===== src/rtl/lpm_pkg.sv =====
package lpm_pkg;

  typedef enum logic [2:0] {
    ST_ACTIVE    = 3'd0,
    ST_SUBSLEEP  = 3'd1,
    ST_SUBACTIVE = 3'd2,
    ST_WATCH     = 3'd3,
    ST_WARM_GO   = 3'd4,
    ST_WARM_RST  = 3'd5
  } lpm_state_e;

  typedef enum logic [1:0] {
    TGT_NONE     = 2'd0,
    TGT_SUBSLEEP = 2'd1,
    TGT_WATCH    = 2'd2,
    TGT_DIRECT   = 2'd3
  } sleep_tgt_e;

  localparam int unsigned MODE_W      = 3;
  localparam logic [MODE_W-1:0] MODE_WARMUP = 3'd4;
  localparam int unsigned DIV_W       = 2;
  localparam logic [DIV_W-1:0] DIV_RESET = 2'b00;

endpackage


===== src/rtl/lpm_wake.sv =====
module lpm_wake #(
  parameter int unsigned NIRQ = 4
) (
  input  logic [NIRQ-1:0] irq_req,
  input  logic [NIRQ-1:0] irq_en,
  input  logic            irq_mask,
  output logic            wake
);

  logic [NIRQ-1:0] gated;

  for (genvar g = 0; g < NIRQ; g++) begin : g_gate
    assign gated[g] = irq_req[g] & irq_en[g];
  end

  assign wake = (|gated) & ~irq_mask;

endmodule


===== src/rtl/lpm_decode.sv =====
module lpm_decode
  import lpm_pkg::*;
(
  input  logic       standby,
  input  logic       lowspd,
  input  logic       timer,
  input  logic       medspd,
  input  logic       direct,
  output sleep_tgt_e tgt
);

  always_comb begin
    if (!standby && lowspd) begin
      tgt = TGT_SUBSLEEP;
    end else if (standby && timer) begin
      tgt = TGT_WATCH;
    end else if (direct && !lowspd && !medspd) begin
      tgt = TGT_DIRECT;
    end else begin
      tgt = TGT_NONE;
    end
  end

endmodule


===== src/rtl/lpm_divlatch.sv =====
module lpm_divlatch
  import lpm_pkg::*;
(
  input  logic             clk,
  input  logic             rst_n,
  input  logic             load,
  input  logic [DIV_W-1:0] d,
  output logic [DIV_W-1:0] q
);

  logic [DIV_W-1:0] q_d;

  always_comb begin
    q_d = q;
    if (load) q_d = d;
  end

  always_ff @(posedge clk or negedge rst_n) begin
    if (!rst_n) q <= DIV_RESET;
    else        q <= q_d;
  end

  AST_DIV_HOLD: assert property (@(posedge clk) disable iff (!rst_n)
    !load |=> $stable(q));

endmodule


===== src/rtl/lpm_seq.sv =====
module lpm_seq
  import lpm_pkg::*;
#(
  parameter int unsigned NIRQ = 4
) (
  input  logic            clk,
  input  logic            rst_n,
  input  logic            sleep_stb,
  input  logic            ctl_standby,
  input  logic            ctl_lowspd,
  input  logic            ctl_timer,
  input  logic            ctl_medspd,
  input  logic            ctl_direct,
  input  logic [1:0]      div_req,
  input  logic [NIRQ-1:0] irq_req,
  input  logic [NIRQ-1:0] irq_en,
  input  logic            irq_mask,
  input  logic            rst_req,
  input  logic            osc_stable,
  output logic [2:0]      mode,
  output logic            cpu_halt,
  output logic            osc_en,
  output logic            exc_start,
  output logic            exc_cause,
  output logic [1:0]      div_sel,
  output logic            illegal
);

  // reset synchronizer: asserts at once, releases on the clock
  logic [1:0] rst_sync;
  logic       rst_ok;

  always_ff @(posedge clk or negedge rst_n) begin
    if (!rst_n) rst_sync <= 2'b00;
    else        rst_sync <= {rst_sync[0], 1'b1};
  end
  assign rst_ok = rst_sync[1];

  logic       wake;
  sleep_tgt_e tgt;

  lpm_wake #(.NIRQ(NIRQ)) u_wake (
    .irq_req (irq_req),
    .irq_en  (irq_en),
    .irq_mask(irq_mask),
    .wake    (wake)
  );

  lpm_decode u_decode (
    .standby(ctl_standby),
    .lowspd (ctl_lowspd),
    .timer  (ctl_timer),
    .medspd (ctl_medspd),
    .direct (ctl_direct),
    .tgt    (tgt)
  );

  lpm_state_e state_q, state_d;
  logic       exc_d, cause_d, ill_d;
  logic       cpu_runs;
  logic       div_load;

  assign cpu_runs = (state_q == ST_ACTIVE) || (state_q == ST_SUBACTIVE);
  assign div_load = sleep_stb && cpu_runs;

  lpm_divlatch u_div (
    .clk  (clk),
    .rst_n(rst_ok),
    .load (div_load),
    .d    (div_req),
    .q    (div_sel)
  );

  always_comb begin
    state_d = state_q;
    exc_d   = 1'b0;
    cause_d = 1'b0;
    ill_d   = 1'b0;
    unique case (state_q)
      ST_ACTIVE, ST_SUBACTIVE: begin
        if (rst_req) begin
          state_d = ST_WARM_RST;
        end else if (sleep_stb) begin
          unique case (tgt)
            TGT_SUBSLEEP: state_d = ST_SUBSLEEP;
            TGT_WATCH:    state_d = ST_WATCH;
            TGT_DIRECT:   state_d = (state_q == ST_ACTIVE) ? ST_SUBACTIVE : ST_WARM_GO;
            default:      ill_d   = 1'b1;
          endcase
        end
      end
      ST_SUBSLEEP, ST_WATCH: begin
        if (rst_req) begin
          state_d = ST_WARM_RST;
        end else if (wake) begin
          state_d = ST_SUBACTIVE;
          exc_d   = 1'b1;
        end
      end
      ST_WARM_GO: begin
        if (rst_req)         state_d = ST_WARM_RST;
        else if (osc_stable) state_d = ST_ACTIVE;
      end
      ST_WARM_RST: begin
        if (osc_stable && !rst_req) begin
          state_d = ST_ACTIVE;
          exc_d   = 1'b1;
          cause_d = 1'b1;
        end
      end
      default: state_d = ST_ACTIVE;
    endcase
  end

  always_ff @(posedge clk or negedge rst_ok) begin
    if (!rst_ok) begin
      state_q   <= ST_ACTIVE;
      exc_start <= 1'b0;
      exc_cause <= 1'b0;
      illegal   <= 1'b0;
    end else begin
      state_q   <= state_d;
      exc_start <= exc_d;
      exc_cause <= cause_d;
      illegal   <= ill_d;
    end
  end

  always_comb begin
    mode     = (state_q == ST_WARM_RST) ? MODE_WARMUP : 3'(state_q);
    cpu_halt = !cpu_runs;
    osc_en   = (state_q == ST_ACTIVE) || (state_q == ST_WARM_GO) || (state_q == ST_WARM_RST);
  end

  AST_EXC_SINGLE: assert property (@(posedge clk) disable iff (!rst_ok)
    exc_start |=> !exc_start);
  AST_CAUSE_QUIET: assert property (@(posedge clk) disable iff (!rst_ok)
    !exc_start |-> !exc_cause);
  AST_VETO_HOLD: assert property (@(posedge clk) disable iff (!rst_ok)
    ((state_q == ST_SUBSLEEP || state_q == ST_WATCH) && !rst_req &&
     (irq_mask || ((irq_req & irq_en) == '0))) |=> (state_q == $past(state_q) && !exc_start));
  AST_WAKE_TARGET: assert property (@(posedge clk) disable iff (!rst_ok)
    (exc_start && !exc_cause) |-> state_q == ST_SUBACTIVE);
  AST_ILLEGAL_KEEP: assert property (@(posedge clk) disable iff (!rst_ok)
    $rose(illegal) |-> state_q == $past(state_q));
  AST_WARM_WAIT: assert property (@(posedge clk) disable iff (!rst_ok)
    (state_q == ST_WARM_GO && !osc_stable && !rst_req) |=> state_q == ST_WARM_GO);
  AST_RESET_OSC: assert property (@(posedge clk) disable iff (!rst_ok)
    rst_req |=> (osc_en && (cpu_halt || state_q == ST_ACTIVE)));

endmodule


===== config.mk =====
export PLATFORM = sky130hd
export DESIGN_NAME = lpm_seq
export DESIGN_NICKNAME = d
export VERILOG_FILES = /design/src/rtl/lpm_pkg.sv /design/src/rtl/lpm_wake.sv /design/src/rtl/lpm_decode.sv /design/src/rtl/lpm_divlatch.sv /design/src/rtl/lpm_seq.sv
export SDC_FILE = /design/constraint.sdc
export NUM_CORES = 1
export LEC_CHECK = 0
export BUFFER_PORTS_ARGS = -buffer_cell sky130_fd_sc_hd__buf_2
export CORE_AREA = 2 2 43 45
export CTS_BUF_LIST = sky130_fd_sc_hd__clkbuf_8
export DETAILED_ROUTE_END_ITERATION = 8
export DIE_AREA = 0 0 45 47
export GPL_TIMING_DRIVEN = 0
export PLACE_DENSITY = 0.71
export SETUP_SLACK_MARGIN = 0.05
export SYNTH_ARGS = -nofsm -noshare
export SYNTH_HDL_FRONTEND = slang
export SYNTH_HIERARCHICAL = 1
export SYNTH_SLANG_ARGS = --single-unit

===== constraint.sdc =====
create_clock -name clk -period 0.8 [get_ports clk]
set_input_delay 0.12 -clock clk [delete_from_list [all_inputs] [get_ports clk]]
set_output_delay 0.12 -clock clk [all_outputs]
set_load 0.02 [all_outputs]

======== After elaboration in Yosys (flattened, before gate mapping) ========
Index checks and enable logic that the tools add are counted.
word-level totals
  input bits .............................. 21
  word-level logic and storage cells ...... 68
  output and inout bits ................... 10
  bits in registers ....................... 10
cells by class
  reductions and logical operators ........ 20
  equality and inequality tests ........... 13
  multiplexer cells ....................... 23
  bitwise gates (word level) .............. 6
operator list
  cell                  count
  $mux W3               9
  $pmux W3 S4           1
  $pmux W3 S3           1
  $mux W1               8
  $eq A3 B2 Y1 const B  2
  $eq A3 B3 Y1 const B  2
  $logic_and A1 B1 Y1   6
  $mux W2               3
  $ne A3 B3 Y1 const B  2
  $and A1 B1 Y1         5
  $logic_not A1 Y1      5
  $ne A5 B2 Y1 const B  1
  $reduce_and A5 Y1     1
  $eq A2 B2 Y1 const B  2
  $reduce_or A2 Y1      2
  $reduce_or A4 Y1      1
  $eq A3 B1 Y1 const B  1
  $logic_not A3 Y1      1
  $logic_or A1 B1 Y1    3
  $ne A3 B2 Y1 const B  1
  $reduce_or A3 Y1      1
  $eq A2 B1 Y1 const B  1
  $ne A2 B2 Y1 const B  1
  $pmux W1 S2           1
  $not A1 Y1            1

======== Depth between registers and ports, before layout ========
  depth after elaboration ................. 12
  gate-level depth with buffers ........... 8
  gate-level depth less buffers ........... 8

======== By module ========
The synthesis kept the hierarchy.
by module, submodules not included
  module        cells each  times used  area an instance (µm²)  sequential area each (µm²)
  lpm_seq       49          1           493.0                   200.2
  lpm_divlatch  4           1           72.6                    50.0
  lpm_decode    5           1           38.8                    0.0
  lpm_wake      3           1           20.0                    0.0

======== Worst setup path after synthesis ========
No wires, ideal clock.
  kind .................................... input to register
  start point ............................. input ctl_lowspd
  end point ............................... register state_q[1]
  required time ........................... 0.672 ns
  library setup time ...................... 0.128 ns
  cell stages on the path ................. 8
  arrival time ............................ 1.411 ns
  path buffers ............................ 0
  slack ................................... -0.739 ns
  cells stage by stage .................... o21ai_1 o21a_1 inv_1 ha_1 o21ai_0 a32oi_2 o21ai_2 mux2_1
between the ends
  cells in the longest elaborated chain, start to end .. 11
  elaborated cells between the ends (all ways) .. 16
  those cells by class .................... 4 x eq/ne; 7 x mux; 5 x reduce/logical
ends and longest elaborated chain
  what                                                 line              text
  start: declaration                                   lpm_seq.sv:10     input logic ctl_lowspd,
  $logic_not A1 Y1                                     lpm_decode.sv:17  end else if (direct && !lowspd && !medspd) begin
  $logic_and A1 B1 Y1 (2 in a row)                     lpm_decode.sv:17
  $mux W2                                              lpm_decode.sv:17
  $mux W2                                              lpm_decode.sv:15  end else if (standby && timer) begin
  $mux W2 (*)                                          lpm_decode.sv:13  if (!standby && lowspd) begin
  via tgt[0]                                           lpm_seq.sv:40     sleep_tgt_e tgt;
  $eq A2 B2 Y1 / $eq A2 B1 Y1 (equally long branches)  lpm_seq.sv:84     unique case (tgt)
  $pmux W3 S3                                          lpm_seq.sv:84
  $mux W3                                              lpm_seq.sv:83     end else if (sleep_stb) begin
  $mux W3                                              lpm_seq.sv:81     if (rst_req) begin
  $pmux W3 S4                                          lpm_seq.sv:79     unique case (state_q)
  end signal: assignment                               lpm_seq.sv:122    state_q <= state_d;
  end: declaration                                     lpm_seq.sv:58     lpm_state_e state_q, state_d;
The timed path passes the listed nets; every way through them passes the cells marked *. The select of a mux whose other input is x is not followed.
A chain may end at the register's enable or synchronous reset.

======== Worst setup path after layout ========
  start point ............................. register state_q[1]
  end point ............................... register state_q[2]
between the ends
  cells in the longest elaborated chain, start to end .. 6
  elaborated cells between the ends (all ways) .. 19
  those cells by class .................... 10 x eq/ne; 5 x mux; 4 x reduce/logical
ends and longest elaborated chain
  what              line                          text
  $logic_not A3 Y1  lpm_seq.sv:79, lpm_seq.sv:87
  $mux W3           lpm_seq.sv:87                 TGT_DIRECT: state_d = (state_q == ST_ACTIVE) ? ST_SUBACTIVE : ST_WARM_GO;
  $pmux W3 S3       lpm_seq.sv:84
  $mux W3           lpm_seq.sv:83
  $mux W3           lpm_seq.sv:81
  $pmux W3 S4       lpm_seq.sv:79
Several ways; a longest one is shown, not always the timed one. The select of a mux whose other input is x is not followed.

==> run metrics <==
fraction of the cycle the final worst path needs 1.81; critical path class reg -> reg; Final Core Density 0.692; global-route wire length before repair around 2600 um; Ant. Diodes 0; post-synthesis sequential area ratio 0.401; flops & latches, synth 10; die width about 45 um; insertion delay to the later sink of the worst-skew pair between 0.2 and 0.25 ns; total die area between 2000 and 2500 um2; required time of the worst setup path a little over 0.9 ns; aggregate global-route resource usage 0.170; count of fill cells added during filler insertion around 120; highest cell delay on the worst timing path approximately 0.45 ns; height of the die around 47 um; detailed router's first-iteration violation count 24; via density per instance roughly 5.1; port bufs 30; cell with the largest stage delay on the worst path dfrtp_2; length of the first detailed-routing pass in iterations 3; clock sink count 10; total setup violations reported at the end of the flow 18; setup ws final -0.645 ns; warning count from the yosys run 6; number of pins exceeding their max-slew limit in the final report 0; minimum period implied by the final worst setup slack approximately 1.4 ns; internal power summed over all cells 2.57 mW; most common library cell in the layout ignoring fill and taps buf_6; clock buffer depth 2; post-synthesis area per instance between 10 and 15 um2; signed area change from the synthesized netlist to the final layout 83.0%; final weighted congestion of routability-driven global placement 0.722; final-layout worst hold slack ~0.12 ns; final routed DRC violation total 0; type of destination of the critical path flip-flop; cell count after synthesis roughly 60; initial antenna violation count 0; share of cells above drive strength 1 0.667; run status complete, but fails checks; number of rows created at floorplan 15; leading cell types in the layout, fill and taps excluded buf_6, buf_2, dfrtp_1, buf_4; number of antenna-violating nets in the routed design 0; Hold WC Path Type in -> reg; worst clock skew on the final layout ~0.0052 ns; delay-heaviest family, CP flip-flops; leakage power of the design 0.572 nW; sequential cell area in the final layout roughly 250 um2; estimated wirelength of the detail-placed design approximately 1000 um; synthesized cell area 624 um2; final net count 133; deepest level of the CTS H-tree 1; data arrival time at the worst-slack endpoint 1.56 ns; Comb power frac 0.638; maximum capacitance violations 0; violations in the final reports setup timing; setup repair after global routing missed its margin yes; number of top-level pins 31; TritonCTS clock tree built; multi-input combinational cell area 373 um2; PD cells around 3500 nW/um2; Clock transition at path regs approximately 0.05 ns; Clock Root Buffer clkbuf_8; relative contribution of the clock network to total power 0.159; aggregate global routing overflow 0; switching power summed over all nets ~1.5 mW; largest net degree at the start of global routing 9; post-synthesis net count 85; net switching share of the total power 0.366; Core Region 1650 um2; Worst setup SP type flip-flop; routed wire length roughly 1800 um; Final Hold Violating Endpoints 0; CP cell instances inv_1, a31oi_1, o21ai_2, mux2_4; initial core utilization 0.378; peak supply drop between 1.5 and 2 mV; maximum fanout encountered on the critical timing path 7; WP buf/inv 1; vias in the first global route approximately 590; overall via count from detail_route between 600 and 700; number of buffers created by CTS 3; count of unique library cells instantiated by Yosys 32; average routed wire per standard cell approximately 14 um; share of total power in sequential cells 0.203; peak clock frequency supported by timing ~690 MHz
==> sequential cells by signal, indices dropped and copies added, names as in the netlist <==
signal     flops
exc_cause      1
exc_start      1
illegal        1
rst_sync       2
state_q        3
u_div/q        2
==> worst paths after layout <==
path	startpoint	end	slack [ns]	depth (start not counted)
max	state_q[1]$_DFFE_PN0P_	state_q[2]$_DFFE_PN0P_	-0.65	4
min	div_req[1]	u_div/q[1]$_DFFE_PN0P_	0.12	2
max reg2reg	state_q[1]$_DFFE_PN0P_	state_q[2]$_DFFE_PN0P_	-0.65	4
min reg2reg	rst_sync[1]$_DFF_PN0_	exc_cause$_DFF_PN0_	0.14	0
max in group asynchronous	rst_sync[1]$_DFF_PN0_	state_q[1]$_DFFE_PN0P_	0.37	0
min in group asynchronous	rst_sync[1]$_DFF_PN0_	exc_cause$_DFF_PN0_	0.14	0
==> metrics by stage <==
step | total power [mW] | cells | cell area [um2] | setup WS [ns] | setup TNS, ns
2_1_floorplan | 2.06 | 61 | 666 | -0.699 | -3.36
3_3_place_gp | 2.43 | 108 | 837 | -0.900 | -4.74
3_5_place_dp | 2.46 | 108 | 837 | -0.927 | -4.96
4_1_cts | 3.93 | 123 | 1110 | -0.620 | -5.79
5_1_grt | 4.23 | 125 | 1140 | -0.689 | -6.52
6_report | 4.05 | 125 | 1140 | -0.645 | -6.07
==> worst reg2reg max path, cell delays in order (launching register included) <==
cell     delay [ns]
dfrtp_2        0.45
inv_1          0.18
a31oi_1        0.16
o21ai_2        0.21
mux2_4         0.32
==> cell families (layout without fill, tap and decap cells) <==
logic type      after synthesis  count (layout)  synth area share
flops                        10              10             0.401
mux                           4               4            0.0721
buf+inv                      12              59             0.118
compound gates               19              19             0.218
other cells                   1               1           0.00601
fa+ha+maj                     3               3            0.0601
simple gates                 12              12             0.124
==> Yosys cell counts (all sizes together) <==
library cell,n,area share
a41o,1,0.016
nor3b,1,0.012
nor2b,2,0.032
o21a,1,0.012
mux2,4,0.072
inv,8,0.048
conb,1,0.0060
a31oi,2,0.020
and3,2,0.020
ha,3,0.060
a22o,1,0.014
nor2,3,0.022
o2bb2ai,1,0.014
a32oi,1,0.026
dlygate4sd1,1,0.014
a21oi,3,0.024
nand2b,1,0.010
dfrtp,10,0.40
buf,2,0.050
o21ai,5,0.046
o22ai,1,0.010
clkbuf,1,0.0060
and2,1,0.012
a22oi,2,0.024
nor3,2,0.016
a211oi,1,0.012
==> repair_timing <==
action	in CTS	in global routing
endpoints found under the hold margin	2	0
buffers inserted	11	5
setup endpoints to repair	18	18
resized for setup	35	8
hold buffers	1	0
pin swaps	8	5
==> area by class of cell <==
cell class | instances | area share
multi-input combinational | 39 | 0.326
timing repair buffer | 44 | 0.326
sequential | 10 | 0.220
clock buffer | 4 | 0.0482
buffer | 3 | 0.0318
inverter | 8 | 0.0285
tap | 17 | 0.0186
==> per-layer routing <==
metal	global-route usage	wire, um
met3	0.0385	88
met1	0.202	740
met5	0	0
met2	0.317	923
met4	0.0294	0
==> power groups by stage <==
stage                     registers, mW  logic [mW]  clock network, mW
after floorplan                   0.860        1.20                  0
after global placement            0.772        1.66                  0
after detailed placement          0.785        1.67                  0
after CTS                         0.804        2.49              0.641
after global routing              0.835        2.72              0.678
final                             0.821        2.58              0.645
Note: power is estimated with default switching activity, not from simulation.
